===== src/rtl/fra_pkg.sv =====
package fra_pkg;
  typedef enum logic [1:0] {
    OP_CLR_F = 2'd0,
    OP_CLR_W = 2'd1,
    OP_INV   = 2'd2,
    OP_DEC   = 2'd3
  } fra_op_e;
endpackage


===== src/rtl/fra_route.sv =====
// Destination decision: which register receives the result.
module fra_route
  import fra_pkg::*;
(
  input  fra_op_e op,
  input  logic    dest,
  output logic    to_file,
  output logic    to_w
);
  always_comb begin
    unique case (op)
      OP_CLR_F: to_w = 1'b0;
      OP_CLR_W: to_w = 1'b1;
      default:  to_w = ~dest;
    endcase
    to_file = ~to_w;
  end
endmodule


===== src/rtl/fra_compute.sv =====
// Result value and zero detect.
module fra_compute
  import fra_pkg::*;
#(
  parameter int DATA_W = 8
) (
  input  fra_op_e           op,
  input  logic [DATA_W-1:0] fdata,
  output logic [DATA_W-1:0] result,
  output logic              zero
);
  localparam logic [DATA_W-1:0] ONE = DATA_W'(1);

  always_comb begin
    unique case (op)
      OP_CLR_F, OP_CLR_W: result = '0;
      OP_INV:             result = ~fdata;
      default:            result = fdata - ONE;
    endcase
    zero = (result == '0);
  end
endmodule


===== src/rtl/fra_stage.sv =====
// One-entry result register with valid/ready on both sides.
module fra_stage #(
  parameter int DATA_W = 8,
  parameter int ADDR_W = 7
) (
  input  logic              clk,
  input  logic              rst_n,
  input  logic              in_valid,
  output logic              in_ready,
  input  logic              d_to_file,
  input  logic              d_to_w,
  input  logic [ADDR_W-1:0] d_addr,
  input  logic [DATA_W-1:0] d_data,
  input  logic              d_zero,
  output logic              q_valid,
  input  logic              q_ready,
  output logic              q_to_file,
  output logic              q_to_w,
  output logic [ADDR_W-1:0] q_addr,
  output logic [DATA_W-1:0] q_data,
  output logic              q_zero
);
  logic take;

  assign in_ready = ~q_valid | q_ready;
  assign take     = in_valid & in_ready;

  always_ff @(posedge clk) begin
    if (!rst_n) begin
      q_valid <= 1'b0;
    end else if (take) begin
      q_valid <= 1'b1;
    end else if (q_ready) begin
      q_valid <= 1'b0;
    end
  end

  always_ff @(posedge clk) begin
    if (!rst_n) begin
      q_to_file <= 1'b0;
      q_to_w    <= 1'b0;
      q_addr    <= '0;
      q_data    <= '0;
      q_zero    <= 1'b0;
    end else if (take) begin
      q_to_file <= d_to_file;
      q_to_w    <= d_to_w;
      q_addr    <= d_addr;
      q_data    <= d_data;
      q_zero    <= d_zero;
    end
  end
endmodule


===== src/rtl/fra_alu.sv =====
module fra_alu
  import fra_pkg::*;
#(
  parameter int DATA_W = 8,
  parameter int ADDR_W = 7
) (
  input  logic              clk,
  input  logic              rst_n,
  input  logic              in_valid,
  output logic              in_ready,
  input  logic [1:0]        in_op,
  input  logic [ADDR_W-1:0] in_addr,
  input  logic              in_dest,
  input  logic [DATA_W-1:0] in_fdata,
  output logic              out_valid,
  input  logic              out_ready,
  output logic              f_we,
  output logic [ADDR_W-1:0] f_addr,
  output logic [DATA_W-1:0] f_wdata,
  output logic              w_we,
  output logic [DATA_W-1:0] w_wdata,
  output logic              z_we,
  output logic              z_val
);
  fra_op_e           op;
  logic              to_file, to_w, zero;
  logic [DATA_W-1:0] result;
  logic              q_to_file, q_to_w;
  logic [DATA_W-1:0] q_data;

  assign op = fra_op_e'(in_op);

  fra_route u_route (
    .op      (op),
    .dest    (in_dest),
    .to_file (to_file),
    .to_w    (to_w)
  );

  fra_compute #(.DATA_W(DATA_W)) u_compute (
    .op     (op),
    .fdata  (in_fdata),
    .result (result),
    .zero   (zero)
  );

  fra_stage #(.DATA_W(DATA_W), .ADDR_W(ADDR_W)) u_stage (
    .clk       (clk),
    .rst_n     (rst_n),
    .in_valid  (in_valid),
    .in_ready  (in_ready),
    .d_to_file (to_file),
    .d_to_w    (to_w),
    .d_addr    (in_addr),
    .d_data    (result),
    .d_zero    (zero),
    .q_valid   (out_valid),
    .q_ready   (out_ready),
    .q_to_file (q_to_file),
    .q_to_w    (q_to_w),
    .q_addr    (f_addr),
    .q_data    (q_data),
    .q_zero    (z_val)
  );

  assign f_we    = out_valid & q_to_file;
  assign w_we    = out_valid & q_to_w;
  assign z_we    = out_valid;
  assign f_wdata = q_data;
  assign w_wdata = q_data;
endmodule


===== config.mk =====
export PLATFORM = sky130hd
export DESIGN_NAME = fra_alu
export DESIGN_NICKNAME = d
export VERILOG_FILES = /design/src/rtl/fra_pkg.sv /design/src/rtl/fra_route.sv /design/src/rtl/fra_compute.sv /design/src/rtl/fra_stage.sv /design/src/rtl/fra_alu.sv
export SDC_FILE = /design/constraint.sdc
export NUM_CORES = 1
export LEC_CHECK = 0
export CORE_ASPECT_RATIO = 1.25
export CORE_UTILIZATION = 30
export DETAILED_ROUTE_END_ITERATION = 12
export PLACE_DENSITY = 0.71
export SYNTH_ARGS = -nofsm -noshare
export SYNTH_HDL_FRONTEND = slang
export SYNTH_SLANG_ARGS = --single-unit

===== constraint.sdc =====
create_clock -name clk -period 2.9 [get_ports clk]
set_clock_uncertainty 0.2 [all_clocks]
set_input_delay 0.435 -clock clk [delete_from_list [all_inputs] [get_ports clk]]
set_output_delay 0.435 -clock clk [all_outputs]
set_load 0.01 [all_outputs]

# [Word-level counts from Yosys, hierarchy flattened]
# Cells that the tools add are included.
[word_totals] reg_bits=19 inputBits=22 output_inout_bits=29 wordCells=25
[op_classes] addsub=1 eq_ne=2 muxes=4 bitwise=8 n_reduce_logical=4
[op_table] op="$pmux W8 S2" n=1
[op_table] op="$logic_not A8 Y1" n=1
[op_table] op="$not A8 Y8" n=1
[op_table] op="$sub A8 B1 Y8 const B" n=1
[op_table] op="$and A1 B1 Y1" n=3
[op_table] op="$not A1 Y1" n=3
[op_table] op="$eq A2 B1 Y1 const B" n=1
[op_table] op="$eq A2 B2 Y1 const B" n=1
[op_table] op="$logic_not A2 Y1" n=1
[op_table] op="$mux W1" n=2
[op_table] op="$pmux W1 S2" n=1
[op_table] op="$reduce_bool A2 Y1" n=1
[op_table] op="$reduce_or A2 Y1" n=1
[op_table] op="$or A1 B1 Y1" n=1

# [Longest topological paths before layout]
[depth] depth_word=4 ltp_mapped=7 depth_no_buf=7

# [Cells and area by module]
# A second synthesis with hierarchy kept.
[hier_totals] hier_cells=127 area_unflattened_um2=1132.3
[modules_own_cells] mod="fra_stage" n_inst=1 cells_per_inst=83 area_per_inst_um2=787.0 seq_area_each_um2=380.4
[modules_own_cells] mod="fra_compute" n_inst=1 cells_per_inst=30 area_per_inst_um2=236.5 seq_area_each_um2=0.0
[modules_own_cells] mod="fra_alu" n_inst=1 cells_per_inst=11 area_per_inst_um2=80.1 seq_area_each_um2=0.0
[modules_own_cells] mod="fra_route" n_inst=1 cells_per_inst=3 area_per_inst_um2=28.8 seq_area_each_um2=0.0

# [Least setup slack after synthesis]
# Ideal clock, no wire load.
[synth_timing] path_type="input-to-reg" start="input in_fdata[0]" end="register u_stage.q_zero" setup_ps=115 t_arrival_ps=1527 required_time_ps=2585 slack_ps=1058 stages=5 n_path_buf=0 cell_sequence="or3_4 -> o31ai_2 -> xor2_1 -> o21ai_1 -> a31o_1"
[synth_between] elab_chain_cells=3 elab_cells_between_ends=4 classes_between="add/sub (1); mux (1); bitwise (1); reduce/logical (1)"
[synth_lines] item="start, declared" line_no="fra_alu.sv:14" rtl="input logic [DATA_W-1:0] in_fdata,"
[synth_lines] item="$sub A8 B1 Y8 / $not A8 Y8 (equally long branches)" line_no="fra_compute.sv:18, fra_compute.sv:17"
[synth_lines] item="$pmux W8 S2 *" line_no="fra_compute.sv:15" rtl="unique case (op)"
[synth_lines] item="$logic_not A8 Y1 *" line_no="fra_compute.sv:20" rtl="zero = (result == '0);"
[synth_lines] item="end signal, assigned" line_no="fra_stage.sv:50" rtl="q_zero <= d_zero;"
[synth_lines] item="end, declared" line_no="fra_stage.sv:21" rtl="output logic q_zero"
# Every way passes the cells marked *; elsewhere a longest branch is shown, timed or not.
# A chain may end at the register's enable or synchronous reset.

# [Final worst setup path]
[layout_timing] start="input out_ready" end="output in_ready"
[layout_between] elab_chain_cells=1
[layout_lines] item="start, declared" line_no="fra_alu.sv:16" rtl="input logic out_ready,"
[layout_lines] item="$or A1 B1 Y1" line_no="fra_stage.sv:25" rtl="assign in_ready = ~q_valid | q_ready;"
[layout_lines] item="end, declared" line_no="fra_alu.sv:10" rtl="output logic in_ready,"
# Every way passes these cells.

==> out/qor.csv <==
metric,value,unit
Nets,187,
post-synth top area cell,dfxtp_1,
post-layout min period,2.22,ns
die area,3640,um2
drt total wl,2350,um
Worst Path Max Fanout,4,
Final Setup Violations,0,
Simple-Gate Fraction of Synth Area,0.217,
# Post-CTS Setup Buffers,0,
CTS Sinks,19,
CP peak stage delay,0.55,ns
sequential cell area,380,um2
yosys warns,0,
Die Span Y,67.2,um
layout cells sized above 1,0.0429,
Synth Area in Compound Gates,0.222,
area share of fa/ha/maj cells after synthesis,0.0123,
Die X,54.2,um
Leak,0.566,nW
TritonCTS Buffers,3,
vias in the first global route,942,
setup TNS,0,ns
gpl congestion,0.780,
Pwr Total,612,uW
H-tree depth,1,
Post-synth ARST share,0,
post-route setup slack,0.684,ns
Worst path most repeated cell,clkdlybuf4s50_1,
synthesized area,1020,um2
switching share of power,0.255,
"Core Util, Final",0.472,
required time of the critical path,2.27,ns
largest net degree at the start of global routing,21,
part of the power in registers,0.463,
main combinational cell family by area after synthesis,compound AO/OA/AOI/OAI gates,
P per Cell Area,402,nW/um2
synth cell count leaders,"27 x nand2_1, 19 x dfxtp_1, 16 x a21boi_0",
Synth Area per Inst,8.23,um2
final slew viol count,0,
CTS Hold Bufs,0,
DRT Pass-1 Iters,4,
prevailing post-synth register cell,dfxtp_1,
Yosys top cell area share,0.373,
DRT antenna net count,0,
outcome,finished clean,
# diodes,0,
Worst setup SP type,input pin,
max-cap violations,0,
worst setup slack after placement,0.457,ns
TritonCTS clock tree,done,
post-synthesis sequential area ratio,0.373,
starting density of the core,0.317,
IO Pins,51,
xor/xnor cell area share of the yosys netlist,0.0600,
crit-path leading delay family,buffers and inverters,
DRC Markers,0,
global-route wire length before repair,3750,um
DR vias,962,
"non-filler cells, final",200,
hold slack,0.265,ns
Rows,23,
area of the multi-input gates,532,um2
Crit-path slowest cell,clkdlybuf4s50_1,
most common cell in the netlist,nand2_1,
multiplexer area fraction after synthesis,0.00980,
DP Cell Count,196,
DP HPWL,1870,um
count of final hold-check violations,0,
worst-margin pin slew,0.583,ns
top post-synthesis cells by area,"dfxtp_1 37%, a21boi_0 12%, nand2_1 9.9%",
Fmax,451,MHz
post-CTS resize count,0,
Worst Path Arrival,1.58,ns
First DRT Iteration DRCs,13,
crit end category,output pin,
Max-slew headroom,0.610,
"Reg clk slew, reported paths",0.07,ns
CTS Buffer Depth,2,
Finished Cell Area,1520,um2
count of cell types in the netlist,30,
Clock power frac,0.297,
Worst-Skew Late Latency,0.25,ns
dpl cell area,1480,um2
Post-synth EDFFs,0,
NetSw,156,uW
Hold Crit Class,reg2reg,
core area,3220,um2
WL per Instance,11.7,um
Buffers on Ports,50,
CP Cell Sequence,"clkdlybuf4s50_1, nand2b_1, clkdlybuf4s50_1",
crit path kind,in2out,
drt via density,4.81,
"Remaining Overflow, GRT",0,
internal power,456,uW
fillers,330,
CP Buf/Inv Count,2,
area grow syn2layout,49.1,%
Clk Tree Root Cell,clkbuf_8,
Comb pwr share,0.240,
GRT Overall Usage,0.139,
RSZ-0062 raised after global routing,no,
"flops & latches, synth",19,
Cells after Synth,124,
fin crit share,0.764,
Max rail drop VDD,278,uV
initial antenna violation count,0,
syn nets,147,
## sequential cells by signal, indices dropped and copies added (netlist names)
name and flops:
u_stage.q_to_w 1, u_stage.q_zero 1, u_stage.q_to_file 1, u_stage.q_addr 7, u_stage.q_data 8, u_stage.q_valid 1
## cell usage in the layout, fill, tap and decap left out, types with 2 or more instances in the layout
master	synthesis	final
clkbuf_8	0	3
nand2b_1	2	2
nand3_1	8	8
o21ai_0	4	4
a21boi_0	16	16
o31ai_2	2	2
nand2_1	27	27
inv_1	3	3
xnor2_1	2	2
dfxtp_1	19	19
clkdlybuf4s50_1	0	50
and2_1	4	4
xor2_1	5	5
## worst register-to-register path, cell delays in order, from the launching register on
cell and delay [ns]:
dfxtp_1 0.34, nand2b_1 0.13, nand2_1 0.37, and3_1 0.35, a31o_1 0.18
## power groups by stage
| stage | Sequential (mW) | Combinational, mW | Clock [mW] |
|---|---|---|---|
| after detailed placement | 0.290 | 0.148 | 0 |
| after floorplan | 0.295 | 0.0676 | 0 |
| final | 0.284 | 0.147 | 0.182 |
| after global placement | 0.289 | 0.145 | 0 |
| after global routing | 0.285 | 0.161 | 0.197 |
| after CTS | 0.284 | 0.149 | 0.189 |
## logic make-up after synthesis
group,after synthesis
AND/OR/NAND/NOR,47
AO/OA/AOI/OAI,30
adder cells (fa/ha/maj),1
XOR/XNOR,7
flip-flops,19
buffers and inverters,19
multiplexers,1
## path summary, 6_finish.rpt
kind / start / end / slack (ns) / cells after the start
setup / recovery: out_ready / in_ready / 0.68 / 3
hold reg to reg: u_stage.q_addr[2] / u_stage.q_addr[2] / 0.27 / 2
hold / removal: u_stage.q_addr[2] / u_stage.q_addr[2] / 0.27 / 2
setup reg to reg: u_stage.q_valid / u_stage.q_zero / 1.24 / 4
## metal layers
layer / vias up / track usage / wire, um
li1: 487 / - / -
met1: 442 / 0.132 / 897
met2: 29 / 0.265 / 1280
met3: 4 / 0.0293 / 146
met4: 0 / 0.0705 / 27
met5: - / 0 / 0
## layout make-up
class                      instances  area share
multi-input combinational         86       0.349
timing repair buffer              51       0.334
sequential                        19       0.250
tap                               37      0.0304
clock buffer                       4      0.0296
inverter                           3     0.00740
Note: power is estimated with default switching activity, not from simulation.
